## src/rtl/adc_cmd_pkg.sv

```systemverilog
package adc_cmd_pkg;

  typedef enum logic [1:0] {
    PH_STBY = 2'd0,
    PH_HUNT = 2'd1,
    PH_CMD  = 2'd2,
    PH_XFER = 2'd3
  } phase_e;

  // falling-edge slot carrying the null bit: mode bit + channel bits + one sampling clock
  function automatic int null_slot(input int chan_w);
    return chan_w + 2;
  endfunction

  // last slot that still carries a result bit (end of the LSB-first word)
  function automatic int last_slot(input int chan_w, input int res_w);
    return null_slot(chan_w) + 2 * res_w - 1;
  endfunction

endpackage

```

## src/rtl/adc_pin_sync.sv

```systemverilog
module adc_pin_sync #(
  parameter int W      = 3,
  parameter int STAGES = 2
) (
  input  logic         clk,
  input  logic         rst_n,
  input  logic [W-1:0] pin_i,
  output logic [W-1:0] lvl_o
);

  logic [W-1:0] stage_q [STAGES];

  generate
    for (genvar s = 0; s < STAGES; s++) begin : g_stage
      if (s == 0) begin : g_first
        always_ff @(posedge clk or negedge rst_n) begin
          if (!rst_n) stage_q[0] <= '0;
          else        stage_q[0] <= pin_i;
        end
      end else begin : g_next
        always_ff @(posedge clk or negedge rst_n) begin
          if (!rst_n) stage_q[s] <= '0;
          else        stage_q[s] <= stage_q[s-1];
        end
      end
    end
  endgenerate

  assign lvl_o = stage_q[STAGES-1];

endmodule

```

## src/rtl/adc_cmd_decode.sv

```systemverilog
module adc_cmd_decode
  import adc_cmd_pkg::*;
#(
  parameter int CHAN_W   = 3,
  parameter int CNT_W    = 5,
  parameter int NULL_IDX = 5,
  parameter int CNT_SAT  = 29
) (
  input  logic              clk,
  input  logic              rst_n,
  input  logic              cs_hi,
  input  logic              sclk_lvl,
  input  logic              sdi_lvl,
  output logic              win_o,
  output logic              single_o,
  output logic [CHAN_W-1:0] chan_o,
  output logic              shift_evt_o,
  output logic [CNT_W-1:0]  shift_idx_o
);

  localparam int CMD_BITS = 1 + CHAN_W;
  localparam int RCNT_W   = $clog2(CMD_BITS + 1);
  localparam logic [RCNT_W-1:0] LAST_CMD  = RCNT_W'(CMD_BITS - 1);
  localparam logic [CNT_W-1:0]  NULL_CODE = CNT_W'(NULL_IDX);
  localparam logic [CNT_W-1:0]  SAT_CODE  = CNT_W'(CNT_SAT);

  phase_e              phase_q;
  logic                armed_q;
  logic                sclk_prev_q;
  logic [RCNT_W-1:0]   rcnt_q;
  logic [CNT_W-1:0]    fcnt_q;
  logic                win_q;
  logic                single_q;
  logic [CHAN_W-1:0]   chan_q;

  // named edge events
  logic sclk_rise, sclk_fall, in_frame;
  assign sclk_rise = sclk_lvl & ~sclk_prev_q;
  assign sclk_fall = ~sclk_lvl & sclk_prev_q;
  assign in_frame  = (phase_q == PH_CMD) || (phase_q == PH_XFER);

  always_ff @(posedge clk or negedge rst_n) begin
    if (!rst_n) sclk_prev_q <= 1'b0;
    else        sclk_prev_q <= sclk_lvl;
  end

  always_ff @(posedge clk or negedge rst_n) begin
    if (!rst_n) begin
      phase_q  <= PH_STBY;
      armed_q  <= 1'b0;
      rcnt_q   <= '0;
      fcnt_q   <= '0;
      win_q    <= 1'b0;
      single_q <= 1'b0;
      chan_q   <= '0;
    end else if (cs_hi) begin
      phase_q <= PH_STBY;
      armed_q <= 1'b1;
      rcnt_q  <= '0;
      fcnt_q  <= '0;
      win_q   <= 1'b0;
    end else begin
      unique case (phase_q)
        PH_STBY: begin
          if (armed_q) phase_q <= PH_HUNT;
        end
        PH_HUNT: begin
          if (sclk_rise && sdi_lvl) begin
            phase_q <= PH_CMD;
            rcnt_q  <= '0;
            fcnt_q  <= '0;
          end
        end
        PH_CMD: begin
          if (sclk_rise) begin
            rcnt_q <= rcnt_q + 1'b1;
            if (rcnt_q == '0) single_q <= sdi_lvl;
            else              chan_q   <= {chan_q[CHAN_W-2:0], sdi_lvl};
            if (rcnt_q == LAST_CMD) begin
              win_q   <= 1'b1;
              phase_q <= PH_XFER;
            end
          end
          if (sclk_fall && fcnt_q != SAT_CODE) fcnt_q <= fcnt_q + 1'b1;
        end
        PH_XFER: begin
          if (sclk_fall) begin
            if (fcnt_q != SAT_CODE) fcnt_q <= fcnt_q + 1'b1;
            if (fcnt_q == NULL_CODE) win_q <= 1'b0;
          end
        end
        default: phase_q <= PH_STBY;
      endcase
    end
  end

  assign win_o       = win_q;
  assign single_o    = single_q;
  assign chan_o      = chan_q;
  assign shift_evt_o = sclk_fall && in_frame && !cs_hi;
  assign shift_idx_o = fcnt_q;


  armed_gate_chk: assert property (@(posedge clk) disable iff (!rst_n)
    (phase_q != PH_STBY) |-> armed_q);


  win_open_chk: assert property (@(posedge clk) disable iff (!rst_n)
    $rose(win_q) |-> $past(sclk_rise));


  win_close_chk: assert property (@(posedge clk) disable iff (!rst_n)
    $fell(win_q) |-> ($past(sclk_fall) || $past(cs_hi)));

endmodule

```

## src/rtl/adc_result_tx.sv

```systemverilog
module adc_result_tx #(
  parameter int RES_W    = 12,
  parameter int CNT_W    = 5,
  parameter int NULL_IDX = 5
) (
  input  logic             clk,
  input  logic             rst_n,
  input  logic             cs_hi,
  input  logic             shift_evt,
  input  logic [CNT_W-1:0] shift_idx,
  input  logic [RES_W-1:0] result_i,
  output logic             sdo_o,
  output logic             oe_o
);

  localparam logic [CNT_W-1:0] NULL_CODE = CNT_W'(NULL_IDX);

  logic [RES_W-1:0] res_q;
  logic             sdo_q;
  logic             oe_q;

  // bit carried after falling edge n, given the captured result
  function automatic logic slot_bit(input int n, input logic [RES_W-1:0] r);
    logic [RES_W-1:0] sh;
    sh = '0;
    if (n > NULL_IDX && n <= NULL_IDX + RES_W)
      sh = r >> (NULL_IDX + RES_W - n);
    else if (n > NULL_IDX + RES_W && n < NULL_IDX + 2 * RES_W)
      sh = r >> (n - NULL_IDX - RES_W);
    return sh[0];
  endfunction

  always_ff @(posedge clk or negedge rst_n) begin
    if (!rst_n) begin
      res_q <= '0;
      sdo_q <= 1'b0;
      oe_q  <= 1'b0;
    end else if (cs_hi) begin
      sdo_q <= 1'b0;
      oe_q  <= 1'b0;
    end else if (shift_evt) begin
      if (shift_idx == NULL_CODE) begin
        res_q <= result_i;
        oe_q  <= 1'b1;
        sdo_q <= 1'b0;
      end else if (shift_idx > NULL_CODE) begin
        sdo_q <= slot_bit(int'(shift_idx), res_q);
      end
    end
  end

  assign sdo_o = sdo_q;
  assign oe_o  = oe_q;


  sdo_edge_chk: assert property (@(posedge clk) disable iff (!rst_n)
    (!$past(shift_evt) && !$past(cs_hi)) |-> $stable(sdo_q));


  oe_quiet_chk: assert property (@(posedge clk) disable iff (!rst_n)
    !oe_q |-> !sdo_q);


  res_hold_chk: assert property (@(posedge clk) disable iff (!rst_n)
    !$past(shift_evt) |-> $stable(res_q));

endmodule

```

## src/rtl/adc_cmd_slave.sv

```systemverilog
module adc_cmd_slave
  import adc_cmd_pkg::*;
#(
  parameter int RES_W       = 12,
  parameter int CHAN_W      = 3,
  parameter int SYNC_STAGES = 2
) (
  input  logic              clk,
  input  logic              rst_n,
  input  logic              spi_sclk,
  input  logic              spi_csn,
  input  logic              spi_mosi,
  input  logic [RES_W-1:0]  conv_result,
  output logic              spi_miso,
  output logic              spi_miso_oe,
  output logic              sample_win,
  output logic              cfg_single,
  output logic [CHAN_W-1:0] cfg_chan
);

  localparam int NULL_IDX = null_slot(CHAN_W);
  localparam int LAST_IDX = last_slot(CHAN_W, RES_W);
  localparam int CNT_SAT  = LAST_IDX + 1;
  localparam int CNT_W    = $clog2(CNT_SAT + 1);

  logic [2:0]       pin_lvl;
  logic             cs_hi;
  logic             shift_evt;
  logic [CNT_W-1:0] shift_idx;

  adc_pin_sync #(.W(3), .STAGES(SYNC_STAGES)) u_sync (
    .clk   (clk),
    .rst_n (rst_n),
    .pin_i ({spi_mosi, spi_csn, spi_sclk}),
    .lvl_o (pin_lvl)
  );

  assign cs_hi = pin_lvl[1];

  adc_cmd_decode #(
    .CHAN_W   (CHAN_W),
    .CNT_W    (CNT_W),
    .NULL_IDX (NULL_IDX),
    .CNT_SAT  (CNT_SAT)
  ) u_dec (
    .clk         (clk),
    .rst_n       (rst_n),
    .cs_hi       (cs_hi),
    .sclk_lvl    (pin_lvl[0]),
    .sdi_lvl     (pin_lvl[2]),
    .win_o       (sample_win),
    .single_o    (cfg_single),
    .chan_o      (cfg_chan),
    .shift_evt_o (shift_evt),
    .shift_idx_o (shift_idx)
  );

  adc_result_tx #(
    .RES_W    (RES_W),
    .CNT_W    (CNT_W),
    .NULL_IDX (NULL_IDX)
  ) u_tx (
    .clk       (clk),
    .rst_n     (rst_n),
    .cs_hi     (cs_hi),
    .shift_evt (shift_evt),
    .shift_idx (shift_idx),
    .result_i  (conv_result),
    .sdo_o     (spi_miso),
    .oe_o      (spi_miso_oe)
  );


  abort_release_chk: assert property (@(posedge clk) disable iff (!rst_n)
    $past(cs_hi) && cs_hi |-> !spi_miso_oe && !sample_win);

endmodule

```

## config.mk

```make
export PLATFORM = sky130hd
export DESIGN_NAME = adc_cmd_slave
export DESIGN_NICKNAME = d
export VERILOG_FILES = /design/src/rtl/adc_cmd_pkg.sv /design/src/rtl/adc_pin_sync.sv /design/src/rtl/adc_cmd_decode.sv /design/src/rtl/adc_result_tx.sv /design/src/rtl/adc_cmd_slave.sv
export SDC_FILE = /design/constraint.sdc
export NUM_CORES = 1
export LEC_CHECK = 0
export ABC_AREA = 1
export CORE_MARGIN = 3
export CORE_UTILIZATION = 42
export CTS_BUF_LIST = sky130_fd_sc_hd__clkbuf_8
export DETAILED_ROUTE_END_ITERATION = 6
export SETUP_SLACK_MARGIN = 0.02
export SLEW_MARGIN = 20
export SYNTH_ARGS = -nofsm -noshare
export SYNTH_HDL_FRONTEND = slang
export SYNTH_SLANG_ARGS = --single-unit
```

## constraint.sdc

```tcl
create_clock -name clk -period 3.36 [get_ports clk]
set_input_delay 1.008 -clock clk [delete_from_list [all_inputs] [get_ports clk]]
set_output_delay 1.008 -clock clk [all_outputs]
set_load 0.01 [all_outputs]
```

# --- Word-level counts from Yosys, hierarchy flattened ---
# Index checks and enable logic that the tools add are counted.
totals:
  regBits: 37
  word_cells: 102
  out_inout_bits: 7
op_classes:
  reduce_logical: 26
  n_eq_ne: 14
  addsub: 5
  mux: 31
  order_cmp: 5
  bitwise_logic: 6
  shift: 2
ops:
  columns: ["op", "n"]
  rows:
  - ["$shr A12 B32 Y1", 2]
  - ["$sub A32 B5 Y32 const B", 1]
  - ["$mux W5", 5]
  - ["$pmux W5 S3", 1]
  - ["$reduce_and A5 Y1", 3]
  - ["$mux W1", 14]
  - ["$ne A3 B2 Y1 const B", 4]
  - ["$ne A3 B3 Y1 const B", 4]
  - ["$gt A5 B3 Y1 const B", 2]
  - ["$mux W2", 5]
  - ["$mux W3", 3]
  - ["$reduce_bool A3 Y1", 3]
  - ["$reduce_and A4 Y1", 2]
  - ["$reduce_bool A4 Y1", 2]
  - ["$logic_and A1 B1 Y1", 6]
  - ["$pmux W2 S3", 1]
  - ["$pmux W3 S2", 1]
  - ["$reduce_and A3 Y1", 2]
  - ["$sub A5 B3 Y6 const B", 1]
  - ["$sub A5 B5 Y6 const A", 1]
  - ["$add A5 B1 Y5 const B", 1]
  - ["$eq A5 B3 Y1 const B", 1]
  - ["$gt A5 B5 Y1 const B", 1]
  - ["$le A5 B5 Y1 const B", 1]
  - ["15 further kinds", 22]

# --- Logic depth before layout (Yosys ltp) ---
# Gate-level depths: netlist of run 1.
depth:
  word_depth: 9
  mapped_depth: 22

# --- Modules after synthesis ---
# A second synthesis of run 1 with hierarchy kept.
hier_totals:
  cells_unflattened: 309
  area_unflattened_um2: 2472.4
by_module_without_submodules:
  columns: ["module", "n_inst", "cells_per_inst", "area_per_inst_um2", "seq_area_each_um2"]
  rows:
  - ["adc_result_tx", 1, 155, 1172.4, 350.3]
  - ["adc_cmd_decode", 1, 145, 1127.3, 425.4]
  - ["adc_pin_sync", 1, 9, 172.7, 150.1]

# --- Least setup slack after synthesis of run 1 ---
# OpenSTA, ideal clock, no wires.
synth_timing:
  kind: "flip-flop to flip-flop"
  from: "register u_dec.fcnt_q[1] (netlist: u_dec.shift_idx_o[1])"
  to: "register u_tx.sdo_q (netlist: u_tx.sdo_o)"
  path_slack_ns: 0.959
  period_less_slack_ns: 2.401
  path_buffers: 0
  stages_incl_launch_ff: 21
  arrival_ns: 2.336
  path_cell_list: "dfrtp_1 -> inv_1 -> ha_1 -> nand2_1 -> inv_1 -> nor2_1 -> xor2_1 -> inv_1 -> ha_1 -> inv_1 -> nand2_1 -> ha_1 -> nor2_1 -> nand3_1 -> nor2_1 -> nand3_1 -> nor2_1 -> nand2_1 -> nand2_1 -> nand3_1 -> nand2_1"
synth_between:
  elab_chain_len: 9
  elab_cells_between_ends: 21
  cone_classes: "3 x add/sub; 5 x order compare; 1 x eq/ne; 2 x shift; 6 x mux; 4 x reduce/logical"
synth_rtl:
  columns: ["element", "line_no", "rtl"]
  rows:
  - ["start: declaration", "adc_cmd_decode.sv:31", "logic [CNT_W-1:0] fcnt_q;"]
  - ["start signal: assignment", "adc_cmd_decode.sv:84", "if (sclk_fall && fcnt_q != SAT_CODE) fcnt_q <= fcnt_q + 1'b1;"]
  - ["start signal: assignment", "adc_cmd_decode.sv:88", "if (fcnt_q != SAT_CODE) fcnt_q <= fcnt_q + 1'b1;"]
  - ["$sub A5 B3 Y6", "adc_result_tx.sv:29", "sh = r >> (n - NULL_IDX - RES_W);"]
  - ["$sub A32 B5 Y32", "adc_result_tx.sv:29", null]
  - ["$shr A12 B32 Y1", "adc_result_tx.sv:29", null]
  - ["$mux W1", "adc_result_tx.sv:28", "else if (n > NULL_IDX + RES_W && n < NULL_IDX + 2 * RES_W)"]
  - ["$mux W1", "adc_result_tx.sv:26", "if (n > NULL_IDX && n <= NULL_IDX + RES_W)"]
  - ["$mux W1", "adc_result_tx.sv:46", "end else if (shift_idx > NULL_CODE) begin"]
  - ["$mux W1", "adc_result_tx.sv:42", "if (shift_idx == NULL_CODE) begin"]
  - ["$mux W1", "adc_result_tx.sv:41", "end else if (shift_evt) begin"]
  - ["$mux W1", "adc_result_tx.sv:38", "end else if (cs_hi) begin"]
  - ["end signal: assignment", "adc_result_tx.sv:47", "sdo_q <= slot_bit(int'(shift_idx), res_q);"]
  - ["end: declaration", "adc_result_tx.sv:19", "logic sdo_q;"]
# Several ways; a longest one is shown, not always the timed one. The select of a mux whose other input is x is not followed.
# A chain may end at the register's enable or synchronous reset.

# --- Worst setup path after layout of run 1 ---
# Same ends and word-level chain as after synthesis.

==> impl_metrics.toml, run 1 <==
[run]
cap_violations = 0

[timing]
relSlewSlack = 0.445
finalCriticalPeriod_ns = 2.67
fmax_ghz = 0.374
rsz0062_at_grt = "false"
setup_viol = 0
fin_skew_ns = 0.00892
fin_setup_tns_ns = 0
post-route-period-util = 0.796
hold_slack_ns = 0.352
slew_violations = 0
finalHoldViolations = 0
tightest_slew_ns = 0.832

[grt]
grt_max_degree = 38
grt_pass1_vias = 1713
grt_pass1_wl_um = 7790
grt_usage = 0.156
antenna_found_initial = 0
gr-total-overflow = 0

[power_and_ir_drop]
ir_worst_vdd_mv = 0.228
sequentialPowerShare = 0.406
clockPowerShare = 0.259
p_switching_uw = 472
p_int_uw = 797
swShare = 0.372
power.total_uw = 1270
power_density_nw_per_um2 = 477
leakage_uw = 0.00128
power_frac_comb = 0.335

[routing]
drtIter0Drc = 87
wl_um = 4370
drt-pass1-iter-count = 4
vias = 1782
vias_per_cell = 4.78
final_antenna_net_count = 0
drc_errors = 0
wire_per_inst_um = 11.7

[die]
die-area_um2 = 6360
dieWidth_um = 79.7
core_um2 = 5170
start_util = 0.441
num_io_pins = 24
fp.dieH_um = 79.7
row_count = 26

[clocking]
ctsRootBufferMaster = "clkbuf_8"
clk_path_buf_depth = 2
numCtsBuffers = 5
cts_tree = "done"
cts_sinks = 37
clkSlewWorstSetupHoldPaths_ns = 0.08
htreeDepth = 2
cts-resized-gates = 0
clk_latency_ns = 0.30
cts_setup_buffers = 0
ctsHoldBuffers = 0

[placement]
dp_cells = 365
port_buffers = 23
place.gp.congestion = 0.842
place.detailed.hpwl_um = 3250
place_area_um2 = 2560

[setup_path]
arrival_ns = 2.91
path_buf_inv = 4
crit_family = "simple AND/OR/NAND/NOR gates"
cp.depth = 20
timing_worst_setup_path_type = "flip-flop to flip-flop"
critPathCaptureType = "flip-flop"
cp_slowest_cell = "dfrtp_1"
path_cells = "inv_1 -> ha_1 -> nand2_1 -> inv_1 -> nor2_1 -> xor2_1 -> inv_1 -> ha_1 -> inv_1 -> nand2_1 -> ha_1 -> nor2_1 -> nand3_1 -> nor2_1 -> nand3_1 -> nor2_1 -> nand2_1 -> nand2_1 -> nand3_1 -> nand2_1"
crit_top_cell = "nand2_1"
reg2reg_depth = 20
cp-start-kind = "flip-flop"
max_stage_delay_ns = 0.47
required_ns = 3.59
worstPathMaxFanout = 10

[layout]
n_antenna_cell = 0
final_nets = 337
areaGrowthSynthToFinish_pct = 16.4
fin_cells = 373
fin_area_um2 = 2660
drive_gt1_frac = 0.112

[status]
outcome = "completed"

[yosys]
ys_ff_latch = 37
yosysSeqAreaShare = 0.405
synthCells = 276
ys_warn_count = 0
synth_cell_type_count = 33
syn_nets = 311
netlist_area_um2 = 2280
avgSynthCellArea_um2 = 8.27

[min_path]
hold_class = "flip-flop to flip-flop"
hold-path-cell-count = 0
per-layer routing:
metal / track usage / routed length (um)
met1: 0.215 / 2250
met2: 0.245 / 1880
met3: 0.0271 / 181
met4: 0.0557 / 61
met5: 0 / 0
kinds of logic (layout without fill, tap and decap cells):
logic type,after synthesis,after routing,share of synthesized area
AND/OR/NAND/NOR,130,130,0.260
buffers and inverters,42,69,0.0784
flip-flops,37,37,0.405
AO/OA/AOI/OAI,34,34,0.0811
adder cells (fa/ha/maj),18,18,0.0986
multiplexers,10,10,0.0575
XOR/XNOR,5,5,0.0192
worst reg2reg max path: stages (launching register included):
cell	delay, ns
dfrtp_1	0.47
inv_1	0.21
ha_1	0.25
nand2_1	0.05
inv_1	0.05
nor2_1	0.10
xor2_1	0.16
inv_1	0.07
ha_1	0.19
inv_1	0.07
nand2_1	0.06
ha_1	0.28
nor2_1	0.10
nand3_1	0.08
nor2_1	0.09
nand3_1	0.08
nor2_1	0.09
nand2_1	0.05
nand2_1	0.05
nand3_1	0.07
nand2_1	0.05
power by group through the flow:
stage / Combinational [uW] / Clock [uW] / Sequential (uW)
floorplan: 299 / 0 / 521
global placement: 426 / 0 / 523
CTS: 429 / 343 / 516
detailed placement: 424 / 0 / 524
global route: 496 / 363 / 522
finish: 425 / 328 / 515
registers in the layout, indices dropped and copies added, names as in the netlist:
register	cells
u_dec.sclk_prev_q	1
u_dec.armed_q	1
u_dec.phase_q	2
u_sync.stage_q	3
u_tx.sdo_o	1
u_sync.lvl_o	3
u_dec.chan_o	3
u_dec.win_o	1
u_tx.oe_o	1
u_tx.res_q	12
u_dec.rcnt_q	3
u_dec.shift_idx_o	5
u_dec.single_o	1
area by class of cell:
type,count,area (um2)
fillers,510,2510
well taps,70,87.6
clock inverters,3,25.0
multi-input cells,197,1180
clock buffers,5,68.8
flip-flops and latches,37,926
inverters,37,139
repair buffers,24,233
cells in the final DEF (no fill, tap or decap), types with 2 or more instances in the layout:
cell type | netlist | routed
ha_1 | 18 | 18
clkdlybuf4s50_1 | 0 | 22
dfrtp_1 | 37 | 37
nand4_1 | 2 | 2
mux2_4 | 5 | 5
inv_2 | 4 | 4
nor3_1 | 3 | 3
nand3_1 | 25 | 25
o21ai_0 | 16 | 16
inv_1 | 33 | 33
nor2_1 | 22 | 22
a21oi_1 | 9 | 9
xor2_1 | 4 | 4
nor2_4 | 2 | 2
clkbuf_8 | 0 | 5
o21ai_1 | 3 | 3
mux2_2 | 5 | 5
nand2_1 | 68 | 68
o22ai_1 | 2 | 2
worst paths after layout:
| check | to | from | slack, ns |
|---|---|---|---|
| hold / removal | u_sync.lvl_o[2]$_DFF_PN0_ | u_sync.stage_q[5]$_DFF_PN0_ | 0.35 |
| hold reg to reg | u_sync.lvl_o[2]$_DFF_PN0_ | u_sync.stage_q[5]$_DFF_PN0_ | 0.35 |
| min in group asynchronous | u_dec.rcnt_q[0]$_DFFE_PN0P_ | rst_n | 0.78 |
| setup reg to reg | u_tx.sdo_o$_DFFE_PN0P_ | u_dec.shift_idx_o[1]$_DFFE_PN0P_ | 0.69 |
| setup / recovery | u_tx.sdo_o$_DFFE_PN0P_ | u_dec.shift_idx_o[1]$_DFFE_PN0P_ | 0.69 |
| max in group asynchronous | u_dec.chan_o[2]$_DFFE_PN0P_ | rst_n | 2.02 |
per-stage QoR:
stage / setup slack, ns / utilization
floorplan: 0.959 / -
global placement: 0.793 / 0.496
detailed placement: 0.708 / 0.496
CTS: 0.684 / 0.514
global route: 0.279 / 0.514
finish: 0.686 / 0.514
cell usage after synthesis, drive strengths merged:
library cell,count,area share
a21oi,10,0.024
a31o,1,0.0038
buf,5,0.018
dfrtp,37,0.41
ha,18,0.099
inv,37,0.061
mux2,10,0.058
nand2,69,0.11
nand3,26,0.062
nand3b,1,0.0033
nand4,2,0.0055
nor2,26,0.058
nor3,4,0.011
o211ai,1,0.0033
o21ai,19,0.042
o22ai,2,0.0055
o31ai,1,0.0033
or2,2,0.0055
xnor2,1,0.0038
xor2,4,0.015
Note: power is estimated with default switching activity, not from simulation.
==> inputs of run 2 (changes only) <==
==> constraint.sdc (replaced) <==
create_clock -name clk -period 2.7 [get_ports clk]
set_input_delay 0.81 -clock clk [delete_from_list [all_inputs] [get_ports clk]]
set_output_delay 0.81 -clock clk [all_outputs]
set_load 0.01 [all_outputs]
==> impl_metrics.toml, run 2 (synthesis gave the netlist of run 1 again) <==
[status]
outcome = "completed"

[die]
dieWidth_um = 79.7
row_count = 26
fp.dieH_um = 79.7
die-area_um2 = 6360
num_io_pins = 24
core_um2 = 5170
start_util = 0.441

[layout]
regMostFlops = "u_tx.res_q"
drive_gt1_frac = 0.137
final_nets = 341
areaGrowthSynthToFinish_pct = 18.0
final_common_cell = "nand2_1"
final_cell_mix = "67 x nand2_1, 36 x dfrtp_1, 32 x inv_1, 25 x nand3_1"
n_antenna_cell = 0
largest_reg_flops = 12

[routing]
wl_um = 4330
drc_errors = 0
drtIter0Drc = 92
drt-pass1-iter-count = 4
final_antenna_net_count = 0
vias_per_cell = 4.77
wire_per_inst_um = 11.5
vias = 1797

[grt]
grt_pass1_vias = 1732
grt_max_degree = 38
grt_pass1_wl_um = 7840
grt_usage = 0.157
gr-total-overflow = 0
antenna_found_initial = 0

[setup_path]
critPathCaptureType = "flip-flop"
path_buf_inv = 3
cp_slowest_cell = "dfrtp_2"
timing_worst_setup_path_type = "flip-flop to flip-flop"
path_cells = "buf_4 -> ha_1 -> nor2_1 -> xor2_1 -> inv_1 -> ha_1 -> inv_1 -> nand2_1 -> ha_1 -> nor2_1 -> nand3_1 -> nor2_1 -> nand3_1 -> nor2_1 -> nand2_1 -> nand2_1 -> nand3_1 -> nand2_1"
worstPathMaxFanout = 4
crit_family = "simple AND/OR/NAND/NOR gates"
cp-start-kind = "flip-flop"
required_ns = 2.95
max_stage_delay_ns = 0.43
arrival_ns = 2.69

[timing]
tightest_slew_ns = 0.807
slew_violations = 0
worst_slack_ns = 0.255
finalCriticalPeriod_ns = 2.45
relSlewSlack = 0.462
fmax_ghz = 0.409
rsz0062_at_grt = "false"
fin_setup_tns_ns = 0
finalHoldViolations = 0
post-route-period-util = 0.906
setup_viol = 0
fin_skew_ns = 0.0137

[clocking]
clk_latency_ns = 0.31
clk_path_buf_depth = 2
cts_tree = "done"
ctsHoldBuffers = 0
numCtsBuffers = 5
clkSlewWorstSetupHoldPaths_ns = 0.09
cts_sinks = 37
ctsRootBufferMaster = "clkbuf_8"
htreeDepth = 2

[power_and_ir_drop]
ir_worst_vdd_mv = 0.312
leakage_uw = 0.00130
power_density_nw_per_um2 = 591

[placement]
place.detailed.hpwl_um = 3250
port_buffers = 23
place.gp.congestion = 0.843
pre_cts_ws_ns = 0.191

[run]
cap_violations = 0

[min_path]
hold_class = "flip-flop to flip-flop"
run 2: cell count changes in the layout (fill, tap and decap cells not counted), sizes merged:
cell and change:
buf +4
run 2: final timing paths:
check	startpoint	end	slack, ns	cells after the start
worst min register to register	u_sync.stage_q[5]$_DFF_PN0_	u_sync.lvl_o[2]$_DFF_PN0_	0.35	0
min in group asynchronous	rst_n	u_dec.phase_q[1]$_DFFE_PN0P_	0.58	1
max in group asynchronous	rst_n	u_dec.shift_idx_o[1]$_DFFE_PN0P_	1.53	1
worst min-delay path	u_sync.stage_q[5]$_DFF_PN0_	u_sync.lvl_o[2]$_DFF_PN0_	0.35	0
worst max-delay path	u_dec.shift_idx_o[1]$_DFFE_PN0P_	u_tx.sdo_o$_DFFE_PN0P_	0.25	18
worst max register to register	u_dec.shift_idx_o[1]$_DFFE_PN0P_	u_tx.sdo_o$_DFFE_PN0P_	0.25	18
run 2: per-stage QoR:
| stage | cell area, um2 | power, uW | utilization | hold slack (ns) | cells |
|---|---|---|---|---|---|
| floorplan | 2280 | 1020 | - | 0.331 | 276 |
| global placement | 2590 | 1180 | 0.500 | 0.334 | 368 |
| detailed placement | 2590 | 1180 | 0.500 | 0.335 | 368 |
| CTS | 2680 | 1610 | 0.518 | 0.354 | 376 |
| global route | 2690 | 1730 | 0.521 | 0.362 | 377 |
| finish | 2690 | 1590 | 0.521 | 0.351 | 377 |
run 2: final cells by class:
type	count	area, um2
sequential	37	927
multi-input combinational	197	1180
inverter	37	139
timing repair buffer	28	263
fill	498	2480
tap	70	87.6
clock buffer	5	68.8
clock inverter	3	25.0
run 2: worst register-to-register path, stage by stage, from the launching register on:
cell and delay [ns]:
dfrtp_2 0.43, buf_4 0.15, ha_1 0.21, nor2_1 0.13
xor2_1 0.15, inv_1 0.07, ha_1 0.19, inv_1 0.07
nand2_1 0.06, ha_1 0.27, nor2_1 0.10, nand3_1 0.08
nor2_1 0.09, nand3_1 0.08, nor2_1 0.09, nand2_1 0.06
nand2_1 0.06, nand3_1 0.07, nand2_1 0.05
run 2: power by group:
| part | internal, uW | switching (uW) |
|---|---|---|
| combinational | 208 | 328 |
| clock | 186 | 232 |
| sequential | 603 | 36.2 |
run 2: what timing repair did:
action,4_1_cts,5_1_grt
buffers inserted,0,1
gates resized for setup,0,4
setup endpoints to repair,0,1
run 2: metal layers:
layer,part of all wire,vias to the layer above,global-route usage
met5,0,-,0
met4,0.012,0,0.0557
met3,0.040,4,0.0339
met2,0.42,32,0.240
met1,0.52,806,0.219
li1,-,955,-
==> inputs of run 3 (changes only) <==
--- a/config.mk
+++ b/config.mk
@@ -7,9 +7,12 @@
 export LEC_CHECK = 0
 export ABC_AREA = 1
 export CORE_MARGIN = 3
-export CORE_UTILIZATION = 42
+export CORE_UTILIZATION = 51
 export CTS_BUF_LIST = sky130_fd_sc_hd__clkbuf_8
 export DETAILED_ROUTE_END_ITERATION = 6
+export DONT_BUFFER_PORTS = 1
+export GPL_TIMING_DRIVEN = 0
+export PLACE_DENSITY = 0.66
 export SETUP_SLACK_MARGIN = 0.02
 export SLEW_MARGIN = 20
 export SYNTH_ARGS = -nofsm -noshare
==> impl_metrics.toml, run 3 (synthesis gave the netlist of run 1 again) <==
[placement]
place.detailed.hpwl_um = 3150
port_buffers = 0
place_area_um2 = 2350
dp_cells = 326
place.gp.congestion = 0.817

[grt]
grt_pass1_wl_um = 7330
grt_pass1_vias = 1645
grt_usage = 0.181
gr-total-overflow = 0
grt_max_degree = 38
antenna_found_initial = 0

[run]
cap_violations = 0

[timing]
fmax_ghz = 0.389
slew_violations = 0
fin_skew_ns = 0.00559
post-route-period-util = 0.951
finalCriticalPeriod_ns = 2.57
rsz0062_at_grt = "true"
setup_viol = 0
relSlewSlack = 0.734
tightest_slew_ns = 0.399
fin_setup_tns_ns = 0
finalHoldViolations = 0

[setup_path]
crit_family = "simple AND/OR/NAND/NOR gates"
arrival_ns = 2.81
path_buf_inv = 4
cp-start-kind = "flip-flop"
required_ns = 2.94
cp_slowest_cell = "dfrtp_2"
critPathCaptureType = "flip-flop"
timing_worst_setup_path_type = "flip-flop to flip-flop"
path_cells = "clkinvlp_4 -> ha_4 -> nand2_2 -> inv_2 -> nor2_2 -> xor2_1 -> inv_1 -> ha_2 -> inv_2 -> nand2_2 -> ha_4 -> nor2_2 -> nand3_1 -> nor2_1 -> nand3_1 -> nor2_1 -> nand2_1 -> nand2_1 -> nand3_1 -> nand2_1"
max_stage_delay_ns = 0.44
worstPathMaxFanout = 6

[layout]
ff_latch_area_um2 = 927
fillers = 364
fin_area_um2 = 2580
largest_reg_flops = 12
final_common_cell = "nand2_1"
final_cell_mix = "63 x nand2_1, 36 x dfrtp_1, 30 x inv_1, 25 x nand3_1, 20 x nor2_1"
regMostFlops = "u_tx.res_q"
multi_input_area_um2 = 1230
n_antenna_cell = 0
drive_gt1_frac = 0.214
final_nets = 329
areaGrowthSynthToFinish_pct = 13.0
fin_cells = 345
fin_util = 0.623

[power_and_ir_drop]
power_density_nw_per_um2 = 614
leakage_uw = 0.00127
ir_worst_vdd_mv = 0.382

[die]
dieWidth_um = 72.9
core_um2 = 4140
die-area_um2 = 5320
num_io_pins = 24
fp.dieH_um = 72.9
start_util = 0.551
row_count = 23

[clocking]
numCtsBuffers = 5
cts_sinks = 37
ctsRootBufferMaster = "clkbuf_8"
cts_tree = "done"
htreeDepth = 2
clk_latency_ns = 0.30
clk_path_buf_depth = 2
clkSlewWorstSetupHoldPaths_ns = 0.08
ctsHoldBuffers = 0

[routing]
wire_per_inst_um = 13.2
wl_um = 4560
final_antenna_net_count = 0
vias_per_cell = 5.34
drtIter0Drc = 75
drc_errors = 0
vias = 1842
drt-pass1-iter-count = 4

[status]
outcome = "completed"

[min_path]
hold_class = "input pin to asynchronous set/reset pin"
[run 3: cell types whose count changed in the layout (fill, tap and decap cells not counted), sizes merged]
cell / before / now
clkinvlp: 1 / 3
buf: 6 / 15
inv: 38 / 37
clkdlybuf4s50: 22 / 0
[run 3: timing repair]
action | in CTS | in global routing
pin swaps | 0 | 9
resized for setup | 1 | 19
setup buffers | 0 | 10
gates cloned | 0 | 1
endpoints found under the setup margin | 1 | 1
[run 3: report_power, final]
part           leakage (uW)  internal (uW)  switching [uW]  total, uW
Sequential         0.000462            603            46.7        650
Combinational      0.000766            201             324        526
Clock             0.0000447            186             223        410
[run 3: final cells by class]
class | count | share of cell area
Sequential cell | 37 | 0.359
Multi-Input combinational cell | 197 | 0.475
Clock inverter | 3 | 0.00969
Clock buffer | 5 | 0.0267
Tap cell | 50 | 0.0242
Timing Repair Buffer | 10 | 0.0291
Buffer | 5 | 0.0179
Timing Repair inverter | 1 | 0.00194
Inverter | 37 | 0.0562
[run 3: final timing paths]
| path | startpoint | endpoint | slack [ns] | depth (start not counted) |
|---|---|---|---|---|
| max | u_dec.shift_idx_o[1]$_DFFE_PN0P_ | u_tx.sdo_o$_DFFE_PN0P_ | 0.13 | 20 |
| min | rst_n | u_dec.phase_q[1]$_DFFE_PN0P_ | 0.19 | 0 |
| max reg2reg | u_dec.shift_idx_o[1]$_DFFE_PN0P_ | u_tx.sdo_o$_DFFE_PN0P_ | 0.13 | 20 |
| min reg2reg | u_sync.stage_q[4]$_DFF_PN0_ | u_sync.lvl_o[1]$_DFF_PN0_ | 0.36 | 0 |
| max in group asynchronous | rst_n | u_dec.shift_idx_o[1]$_DFFE_PN0P_ | 2.42 | 0 |
| min in group clk | u_sync.stage_q[4]$_DFF_PN0_ | u_sync.lvl_o[1]$_DFF_PN0_ | 0.36 | 0 |
[run 3: layer usage]
metal,up-vias,track usage,routed length (um)
met2,54,0.266,1990
met5,-,0,0
met3,8,0.0482,267
li1,928,-,-
met4,0,0.0615,76
met1,852,0.257,2230
[run 3: stage by stage]
step | total power, uW | setup slack, ns | hold slack (ns)
after floorplan | 1020 | 0.299 | 0.331
after global placement | 1110 | -0.0220 | 0.333
after detailed placement | 1120 | -0.0313 | 0.340
after CTS | 1540 | 0.0413 | 0.186
after global routing | 1710 | -0.114 | 0.178
final | 1590 | 0.132 | 0.194
